$ cat config.mk
export PLATFORM = sky130hd
export DESIGN_NAME = cipher_regfront
export DESIGN_NICKNAME = d
export VERILOG_FILES = /design/src/rtl/cipher_regfront_pkg.sv /design/src/rtl/cipher_regfront_fifo.sv /design/src/rtl/cipher_regfront_keys.sv /design/src/rtl/cipher_regfront_status.sv /design/src/rtl/cipher_regfront.sv
export SDC_FILE = /design/constraint.sdc
export NUM_CORES = 2
export LEC_CHECK = 0
export BUFFER_PORTS_ARGS = -buffer_cell sky130_fd_sc_hd__buf_2
export CAP_MARGIN = 5
export CORE_UTILIZATION = 55
export DETAILED_ROUTE_END_ITERATION = 10
export GPL_ROUTABILITY_DRIVEN = 0
export GPL_TIMING_DRIVEN = 0
export HOLD_SLACK_MARGIN = 0.08
export PLACE_DENSITY = 0.72
export SLEW_MARGIN = 20
export SYNTH_ARGS = -nofsm -noshare
export SYNTH_HDL_FRONTEND = slang
export SYNTH_SLANG_ARGS = --single-unit
export TNS_END_PERCENT = 30
$ cat constraint.sdc
create_clock -name clk -period 7.1 [get_ports clk]
set_input_delay 0.355 -clock clk [delete_from_list [all_inputs] [get_ports clk]]
set_output_delay 0.355 -clock clk [all_outputs]
set_load 0.02 [all_outputs]
$ cat src/rtl/cipher_regfront_pkg.sv
package cipher_regfront_pkg;

    localparam int WORD_W = 64;
    localparam int NUM_ST = 5;

    // status bit positions
    localparam int ST_DONE   = 0;
    localparam int ST_OVF    = 1;
    localparam int ST_UNF    = 2;
    localparam int ST_ADDR   = 3;
    localparam int ST_BUSYRD = 4;

    localparam logic [7:0] KSIZE_SINGLE = 8'd8;

    typedef enum logic [2:0] {
        SEL_GO    = 3'd0,
        SEL_IV    = 3'd1,
        SEL_KEY1  = 3'd2,
        SEL_KEY2  = 3'd3,
        SEL_KEY3  = 3'd4,
        SEL_KSIZE = 3'd5,
        SEL_STAT  = 3'd6,
        SEL_NONE  = 3'd7
    } reg_sel_e;

endpackage

$ cat src/rtl/cipher_regfront_fifo.sv
module cipher_regfront_fifo #(
    parameter int DEPTH = 8,
    parameter int W     = 64,
    localparam int PTR_W = $clog2(DEPTH),
    localparam int CNT_W = $clog2(DEPTH + 1)
) (
    input  logic             clk,
    input  logic             rst_n,
    input  logic             push,
    input  logic [W-1:0]     push_data,
    input  logic             pop,
    output logic [W-1:0]     head,
    output logic [CNT_W-1:0] level
);

    typedef struct packed {
        logic [DEPTH-1:0][W-1:0] mem;
        logic [PTR_W-1:0]        wptr;
        logic [PTR_W-1:0]        rptr;
        logic [CNT_W-1:0]        cnt;
    } fifo_st_t;

    fifo_st_t st_d, st_q;
    logic     do_push, do_pop;

    always_comb begin
        st_d    = st_q;
        do_push = push && (st_q.cnt != CNT_W'(DEPTH));
        do_pop  = pop && (st_q.cnt != '0);
        if (do_push) begin
            st_d.mem[st_q.wptr] = push_data;
            st_d.wptr = (st_q.wptr == PTR_W'(DEPTH - 1)) ? '0 : st_q.wptr + 1'b1;
        end
        if (do_pop) begin
            st_d.rptr = (st_q.rptr == PTR_W'(DEPTH - 1)) ? '0 : st_q.rptr + 1'b1;
        end
        if (do_push && !do_pop) begin
            st_d.cnt = st_q.cnt + 1'b1;
        end else if (do_pop && !do_push) begin
            st_d.cnt = st_q.cnt - 1'b1;
        end
    end

    always_ff @(posedge clk or negedge rst_n) begin
        if (!rst_n) st_q <= '0;
        else        st_q <= st_d;
    end

    assign head  = st_q.mem[st_q.rptr];
    assign level = st_q.cnt;

    assert_level_bound_R9: assert property (@(posedge clk) disable iff (!rst_n)
        level <= CNT_W'(DEPTH));

    assert_no_overflow_R9: assert property (@(posedge clk) disable iff (!rst_n)
        (push && !pop && level == CNT_W'(DEPTH)) |=> level == CNT_W'(DEPTH));

    assert_no_underflow_R10: assert property (@(posedge clk) disable iff (!rst_n)
        (pop && !push && level == '0) |=> level == '0);

endmodule

$ cat src/rtl/cipher_regfront_keys.sv
module cipher_regfront_keys #(
    parameter int W = 64
) (
    input  logic         clk,
    input  logic         rst_n,
    input  logic         wr_k1,
    input  logic         wr_k2,
    input  logic         wr_k3,
    input  logic [W-1:0] wdata,
    input  logic         single_des,
    output logic [W-1:0] key1_o,
    output logic [W-1:0] key2_o,
    output logic [W-1:0] key3_o
);

    typedef struct packed {
        logic [W-1:0] k1;
        logic [W-1:0] k2;
        logic [W-1:0] k3;
    } key_st_t;

    key_st_t st_d, st_q;

    always_comb begin
        st_d = st_q;
        if (wr_k1) begin
            st_d.k1 = wdata;
            st_d.k3 = wdata;          // mirror for two-key operation
        end
        if (wr_k2 && !single_des) st_d.k2 = wdata;
        if (wr_k3 && !single_des) st_d.k3 = wdata;
    end

    always_ff @(posedge clk or negedge rst_n) begin
        if (!rst_n) st_q <= '0;
        else        st_q <= st_d;
    end

    assign key1_o = st_q.k1;
    assign key2_o = st_q.k2;
    assign key3_o = st_q.k3;

    assert_key1_mirror_R4: assert property (@(posedge clk) disable iff (!rst_n)
        (wr_k1 && !wr_k3) |=> (key3_o == $past(wdata) && key1_o == $past(wdata)));

    assert_single_ignore_R6: assert property (@(posedge clk) disable iff (!rst_n)
        (single_des && !wr_k1) |=> ($stable(key2_o) && $stable(key3_o)));

endmodule

$ cat src/rtl/cipher_regfront_status.sv
module cipher_regfront_status #(
    parameter int N = 5
) (
    input  logic         clk,
    input  logic         rst_n,
    input  logic [N-1:0] set_i,
    input  logic [N-1:0] clr_i,
    output logic [N-1:0] stat_o,
    output logic         irq
);

    typedef struct packed {
        logic [N-1:0] bits;
        logic         irq;
    } stat_st_t;

    stat_st_t st_d, st_q;

    always_comb begin
        st_d      = st_q;
        // a new event wins over a simultaneous clear
        st_d.bits = (st_q.bits & ~clr_i) | set_i;
        st_d.irq  = |st_d.bits;
    end

    always_ff @(posedge clk or negedge rst_n) begin
        if (!rst_n) st_q <= '0;
        else        st_q <= st_d;
    end

    assign stat_o = st_q.bits;
    assign irq    = st_q.irq;

    assert_sticky_R11: assert property (@(posedge clk) disable iff (!rst_n)
        1'b1 |=> ((($past(stat_o) & ~$past(clr_i)) & ~stat_o) == '0));

    assert_irq_or_R11: assert property (@(posedge clk) disable iff (!rst_n)
        irq == (stat_o != '0));

endmodule

$ cat src/rtl/cipher_regfront.sv
module cipher_regfront
    import cipher_regfront_pkg::*;
#(
    parameter int ADDR_W    = 6,
    parameter int FIFO_DEPTH = 8,
    localparam int CNT_W    = $clog2(FIFO_DEPTH + 1)
) (
    input  logic              clk,
    input  logic              rst_n,
    input  logic              host_wr,
    input  logic              host_rd,
    input  logic [ADDR_W-1:0] host_addr,
    input  logic [63:0]       host_wdata,
    output logic [63:0]       host_rdata,
    output logic              irq,
    input  logic              dp_busy,
    input  logic              dp_in_pop,
    output logic [63:0]       dp_in_word,
    output logic [CNT_W-1:0]  in_level,
    input  logic              dp_out_push,
    input  logic [63:0]       dp_out_word,
    output logic [CNT_W-1:0]  out_level,
    input  logic              dp_iv_wr,
    input  logic [63:0]       dp_iv_word,
    input  logic              dp_last_done,
    output logic              last_block,
    output logic [7:0]        key_size_o,
    output logic [63:0]       key1_o,
    output logic [63:0]       key2_o,
    output logic [63:0]       key3_o,
    output logic [63:0]       iv_o
);

    typedef struct packed {
        logic [WORD_W-1:0] rdata;
        logic [WORD_W-1:0] iv;
        logic [7:0]        ksize;
        logic              go_pend;
    } top_st_t;

    top_st_t st_d, st_q;

    logic              in_win, low_ok;
    reg_sel_e          sel;
    logic              wr_reg, rd_reg;
    logic              in_full, out_empty;
    logic              host_pop, host_push;
    logic [NUM_ST-1:0] st_set, st_clr, stat;
    logic [63:0]       out_head;
    logic              wr_k1, wr_k2, wr_k3;

    // address decode: upper half is the FIFO window, low registers need zero middle bits
    assign in_win = host_addr[ADDR_W-1];
    assign low_ok = (host_addr[ADDR_W-2:3] == '0);
    assign sel    = low_ok ? reg_sel_e'(host_addr[2:0]) : SEL_NONE;
    assign wr_reg = host_wr && !in_win;
    assign rd_reg = host_rd && !in_win;

    assign in_full   = (in_level == CNT_W'(FIFO_DEPTH));
    assign out_empty = (out_level == '0);
    assign host_push = host_wr && in_win;
    assign host_pop  = host_rd && in_win;

    assign wr_k1 = wr_reg && sel == SEL_KEY1;
    assign wr_k2 = wr_reg && sel == SEL_KEY2;
    assign wr_k3 = wr_reg && sel == SEL_KEY3;

    always_comb begin
        st_d   = st_q;
        st_set = '0;
        st_clr = '0;

        // chaining vector: host write has priority over datapath update
        if (dp_iv_wr) st_d.iv = dp_iv_word;
        if (wr_reg && sel == SEL_IV) st_d.iv = host_wdata;
        if (wr_reg && sel == SEL_KSIZE) st_d.ksize = host_wdata[7:0];
        if (wr_reg && sel == SEL_STAT) st_clr = host_wdata[NUM_ST-1:0];

        // final-block handshake
        if (dp_last_done && st_q.go_pend) begin
            st_d.go_pend   = 1'b0;
            st_set[ST_DONE] = 1'b1;
        end
        if (wr_reg && sel == SEL_GO) st_d.go_pend = 1'b1;

        if (host_push && in_full) st_set[ST_OVF] = 1'b1;

        // read data path
        if (host_rd) st_d.rdata = '0;
        if (host_pop) begin
            if (out_empty) st_set[ST_UNF] = 1'b1;
            else           st_d.rdata = out_head;
        end
        if (rd_reg) begin
            case (sel)
                SEL_IV: begin
                    if (dp_busy) st_set[ST_BUSYRD] = 1'b1;
                    else         st_d.rdata = st_q.iv;
                end
                SEL_KSIZE: st_d.rdata = {56'd0, st_q.ksize};
                SEL_STAT:  st_d.rdata = {{(WORD_W - NUM_ST){1'b0}}, stat};
                default:   st_set[ST_ADDR] = 1'b1;
            endcase
        end
    end

    always_ff @(posedge clk or negedge rst_n) begin
        if (!rst_n) st_q <= '0;
        else        st_q <= st_d;
    end

    assign host_rdata = st_q.rdata;
    assign iv_o       = st_q.iv;
    assign key_size_o = st_q.ksize;
    assign last_block = st_q.go_pend;

    cipher_regfront_fifo #(.DEPTH(FIFO_DEPTH), .W(WORD_W)) u_in_fifo (
        .clk       (clk),
        .rst_n     (rst_n),
        .push      (host_push),
        .push_data (host_wdata),
        .pop       (dp_in_pop),
        .head      (dp_in_word),
        .level     (in_level)
    );

    cipher_regfront_fifo #(.DEPTH(FIFO_DEPTH), .W(WORD_W)) u_out_fifo (
        .clk       (clk),
        .rst_n     (rst_n),
        .push      (dp_out_push),
        .push_data (dp_out_word),
        .pop       (host_pop),
        .head      (out_head),
        .level     (out_level)
    );

    cipher_regfront_keys #(.W(WORD_W)) u_keys (
        .clk        (clk),
        .rst_n      (rst_n),
        .wr_k1      (wr_k1),
        .wr_k2      (wr_k2),
        .wr_k3      (wr_k3),
        .wdata      (host_wdata),
        .single_des (st_q.ksize == KSIZE_SINGLE),
        .key1_o     (key1_o),
        .key2_o     (key2_o),
        .key3_o     (key3_o)
    );

    cipher_regfront_status #(.N(NUM_ST)) u_status (
        .clk    (clk),
        .rst_n  (rst_n),
        .set_i  (st_set),
        .clr_i  (st_clr),
        .stat_o (stat),
        .irq    (irq)
    );

    assert_go_sets_last_R1: assert property (@(posedge clk) disable iff (!rst_n)
        (wr_reg && sel == SEL_GO) |=> last_block);

    assert_done_clears_last_R1: assert property (@(posedge clk) disable iff (!rst_n)
        (last_block && dp_last_done && !(wr_reg && sel == SEL_GO)) |=> (!last_block && stat[ST_DONE]));

    assert_busy_iv_read_R3: assert property (@(posedge clk) disable iff (!rst_n)
        (rd_reg && sel == SEL_IV && dp_busy) |=> (host_rdata == '0 && stat[ST_BUSYRD]));

    assert_key_read_err_R7: assert property (@(posedge clk) disable iff (!rst_n)
        (rd_reg && (sel == SEL_KEY1 || sel == SEL_KEY2 || sel == SEL_KEY3 || sel == SEL_GO))
        |=> (host_rdata == '0 && stat[ST_ADDR]));

    assert_underflow_zero_R10: assert property (@(posedge clk) disable iff (!rst_n)
        (host_pop && out_empty) |=> (host_rdata == '0 && stat[ST_UNF]));

endmodule

# Word-level counts from Yosys, hierarchy flattened
# Index checks and enable logic that the tools add are counted.
# totals
elab_cells	145
latchBits	0
out_inout_bits	402
romBits	0
ff_bits	1379
n_memories	0
ram_bits	0
# op_classes
n_addsub	8
shift	0
mul	0
div	0
bitwise_logic	3
magnitude_cmp	6
mux	40
n_reduce_logical	43
n_eq_ne	14
# op_table
operator	n
$bwmux 512	2
$mux 64	13
$bmux 64 s3	2
$demux 64 s3	2
$pmux 64 s3	1
$logic_and 1x1->1	25
$eq 3x3->1 const B	7
$lt 3x4->1 const B	4
$mux 4	4
$mux 3	5
$add 3x1->3 const B	4
$reduce_bool 2->1	5
$mux 1	9
$add 4x1->4 const B	2
$eq 8x4->1 const B	1
$ne 4x4->1 const B	2
$reduce_bool 4->1	2
$sub 4x1->4 const B	2
$eq 3x2->1 const B	2
$ge 3x1->1 const B	2
$logic_not 1->1	6
$and 5x5->5	1
$mux 5	1
$not 5->5	1
other kinds (9)	9

# Logic depth before layout (Yosys ltp)
# depth
word_depth	9
depth_mapped	12

# By module
# Synthesis repeated with hierarchy kept, for this count alone.
# unflattened
cells_unflattened	3738
area_unflattened_um2	61577.8
# modules_own_cells
module	cells_each	area_each_um2	instances
cipher_regfront_fifo	1371	23929.2	2
cipher_regfront_keys	406	7133.1	1
cipher_regfront	572	6352.3	1
cipher_regfront_status	18	234.0	1

# Worst setup path before layout
# OpenSTA, ideal clock, no wires.
# synth_path
path_kind	flip-flop to flip-flop
from	reg u_in_fifo.st_q, in the netlist u_in_fifo.level[2]
to	reg u_in_fifo.st_q, in the netlist u_in_fifo.level[3]
n_path_buf	0
period_less_slack_ns	2.521
stages_incl_launch_ff	10
setup_time_ns	0.125
setup_slack_ns	4.579
t_required_ns	6.975
arrival_ns	2.396
cell_sequence	dfrtp_1 o41ai_1 ha_1 inv_1 ha_1 a21o_1 a21oi_1 xnor2_1 nor2_1 xor2_1
# synth_between
elab_chain_len	5
elab_cells_between_ends	13
# synth_rtl
element	line_no	source
start, declared	cipher_regfront_fifo.sv:23	fifo_st_t st_d, st_q;
start signal, assigned	cipher_regfront_fifo.sv:46	else st_q <= st_d;
branches (longest 5 deep; another with $sub 4x1->4)	--	
# Several ways; the timed one is not identified. The select of a mux whose other input is x is not followed.
# A chain may end at the register's enable or synchronous reset.

# Worst setup path in the final report
# layout_path
from	reg u_in_fifo.st_q[4] (netlist bit)
to	out dp_in_word[0]
# layout_between
elab_chain_len	2
# layout_rtl
element	line_no	source
$bmux 64 s3	cipher_regfront_fifo.sv:49	assign head = st_q.mem[st_q.rptr];
$mux 64 (not written as such)	cipher_regfront_fifo.sv:49	
end, declared	cipher_regfront.sv:18	output logic [63:0] dp_in_word,
# No other way between the ends. The select of a mux whose other input is x is not followed.

==> impl_metrics.env <==
export IMPL_outcome="finished, final reports clean"
export IMPL_ir_worst_vdd_v=0.000284
export IMPL_final_util_pct=66.8
export IMPL_clk_insertion_delay_late_ns=0.76
export IMPL_grt_overflow_total=0
export IMPL_setup_tns_final_ns=0
export IMPL_worst_pin_slew_ns=1.24
export IMPL_post_route_min_period_ns=4.08
export IMPL_slew_headroom_pct=16.9
export IMPL_synth_edf_count=0
export IMPL_clkTransAtPathRegs_ns=0.06
export IMPL_setup_viol=0
export IMPL_first_pass_iters=5
export IMPL_die_w_um=334
export IMPL_hold_viol=0
export IMPL_cts_buffer_depth=3
export IMPL_drtIter0Drc=2481
export IMPL_synth_most_common_cell="dfrtp_1"
export IMPL_cts_setup_buffers=0
export IMPL_num_vias=37500
export IMPL_busiest_layer="met2"
export IMPL_nets=4992
export IMPL_nFillCells=7686
export IMPL_async_flop_share_pct=100
export IMPL_startpoint_type="flop"
export IMPL_ys_seq_area_share_pct=57.0
export IMPL_slew_viol_final=0
export IMPL_fmax_mhz=245
export IMPL_hpwl_um=118000
export IMPL_drt_wl_total_um=170000
export IMPL_die_area_sq_mm=0.111
export IMPL_portBuffers=606
export IMPL_drc_errors=0
export IMPL_min_path_type="in2async"
export IMPL_num_rows=121
export IMPL_met1_usage_pct=42.6
export IMPL_synth_cell_types=56
export IMPL_numCtsBuffers=146
export IMPL_grt_first_pass_wirelength_um=254000
export IMPL_die_height_um=334
export IMPL_grt_use_met3_pct=8.16
export IMPL_routedWlPerCell_um=27.0
export IMPL_cts_htree_levels=4
export IMPL_fin_crit_sh_pct=57.5
export IMPL_grt_max_degree=134
export IMPL_powerDensity_mw_per_mm2=452
export IMPL_end_kind="output port"
export IMPL_synth_commonest_cells="dfrtp_1 (1379), mux2_2 (1208), mux4_2 (256), clkbuf_1 (147), nor2_1 (131)"
export IMPL_use_met2_pct=47.5
export IMPL_cp_required_ns=6.74
export IMPL_avgViaCountPerCell=5.94
export IMPL_initial_core_util_pct=55.5
export IMPL_synth_top_cell_area_share_pct=57.0
export IMPL_synth_seq_cells=1379
export IMPL_avgSynthCellArea_sq_um=15.9
export IMPL_ioPinCount=609
export IMPL_cts_root_buf="clkbuf_16"
export IMPL_area_growth_pct=20.4
export IMPL_ff_latch_area_sq_mm=0.0345
export IMPL_cts_num_sinks=1379
export IMPL_synth_area_leaders="dfrtp_1 (57%), mux2_2 (22%), mux4_2 (9.5%)"
export IMPL_grtUsageTotal_pct=30.9
export IMPL_drive_gt1_share_pct=52.5
export IMPL_synth_main_ff_cell="dfrtp_1"
export IMPL_synth_warnings=0
export IMPL_power_leakage_nw=33.8
export IMPL_crit_arrival_ns=3.73
export IMPL_cp_max_fo=10
export IMPL_synth_top_area_cell="dfrtp_1"
export IMPL_skew_ns=0.0243
export IMPL_rsz0062_at_grt="false"
export IMPL_grt_pass1_vias=39000
export IMPL_crit_type="reg2out"
export IMPL_multi_input_area_sq_mm=0.0244
export IMPL_synthCells=3795
export IMPL_drv_cap=0
export IMPL_drt_antenna_violating_nets=0
export IMPL_grt_antenna_before_repair=22
export IMPL_coreArea_sq_mm=0.109
export IMPL_syn_nets=4018
export IMPL_cts_tree="done"
export IMPL_syn_area_sq_mm=0.0605
-- kinds of logic after synthesis --
logic type	share of synthesized area [%]
muxes	36.0
adders and majority gates	0.356
DFF	57.0
and+or+nand+nor	1.78
buffers and inverters	2.71
AOI/OAI and AO/OA	2.02
xor gates and xnor gates	0.116
-- critical path: stages, from the launching register on --
cell      delay [ns]
dfrtp_1         0.35
clkbuf_1        0.27
clkbuf_1        0.72
buf_2           0.49
mux4_2          0.60
mux2_2          0.36
buf_2           0.18
-- power breakdown --
group | total (mW) | switching [mW] | internal [mW]
clock | 8.00 | 3.20 | 4.80
combinational | 12.1 | 5.72 | 6.41
sequential | 12.8 | 1.69 | 11.1
total | 32.9 | 10.6 | 22.3
-- through the flow --
step           total power, mW  hold WS [ns]  instance area (sq um)  instances  setup slack [ns]
3_3_place_gp              24.6         0.465                  65300       5815            -24.91
6_report                  32.9         0.187                  72800       6310              3.02
4_1_cts                   33.0         0.209                  72800       6299              2.94
2_1_floorplan             21.1        0.0594                  60500       3795              4.58
5_1_grt                   34.4         0.233                  72800       6305              2.91
3_5_place_dp              24.9         0.399                  65700       5828              3.36
-- cell type report --
cell class / instances / share of cell area [%]
diodes: 11 / 0.0378
clock buffers: 216 / 6.03
inverters: 8 / 0.0412
plain buffers: 320 / 2.22
flip-flops and latches: 1379 / 47.4
clock inverters: 48 / 0.929
multi-input cells: 2088 / 33.5
well taps: 1414 / 2.43
repair buffers: 826 / 7.47
-- per-layer routing --
metal	share of wire [%]	routed length [um]	vias to the layer above
li1	-	-	16000
met1	43	72500	19900
met2	47	79500	1224
met3	7.2	12300	310
met4	3.5	5900	16
met5	0.056	96	-
-- worst paths after layout --
path	from	to	slack, ns	cells past startpoint
worst min-delay path	rst_n	u_in_fifo.st_q[229]	0.19	2
max in group asynchronous	rst_n	u_out_fifo.st_q[61]	4.22	6
min in group clk	host_addr[0]	u_status.stat_o[2]	0.25	5
worst max register to register	u_out_fifo.level[1]	u_out_fifo.level[3]	3.39	12
worst max-delay path	u_in_fifo.st_q[4]	dp_in_word[0]	3.02	6
worst min register to register	u_in_fifo.st_q[217]	u_in_fifo.st_q[217]	0.48	1
-- what timing repair did --
action,4_1_cts,5_1_grt
gates resized for setup,0,0
endpoints found under the hold margin,845,0
hold buffers,207,0
-- state kept, by name (all words and copies together), names as in the netlist --
signal	cells
u_status.irq	1
u_status.stat_o	5
u_keys.key2_o	64
last_block	1
host_rdata	64
key_size_o	8
u_keys.key1_o	64
u_out_fifo.level	4
u_in_fifo.st_q	518
iv_o	64
u_keys.key3_o	64
u_in_fifo.level	4
u_out_fifo.st_q	518
-- layout by cell type (no fill, tap or decap), drive strengths merged, types with 3 or more instances in the layout --
cell / netlist / routed
a21o: 7 / 7
a21oi: 70 / 70
a221o: 58 / 58
a22o: 3 / 3
a22oi: 6 / 6
buf: 173 / 792
bufinv: 0 / 14
clkbuf: 147 / 363
clkinv: 0 / 24
dfrtp: 1379 / 1379
diode: 0 / 11
dlygate4sd3: 0 / 207
ha: 14 / 14
inv: 8 / 18
mux2: 1289 / 1289
mux2i: 128 / 128
mux4: 256 / 256
nand2: 41 / 41
nand3: 6 / 6
nand4: 6 / 6
nand4b: 5 / 5
nor2: 131 / 131
nor2b: 5 / 5
nor3: 9 / 9
nor4: 3 / 3
nor4b: 5 / 5
o211ai: 4 / 4
o21ai: 14 / 14
o2bb2ai: 4 / 4
xnor2: 6 / 6
No activity file was read; power rests on OpenSTA's default activity.
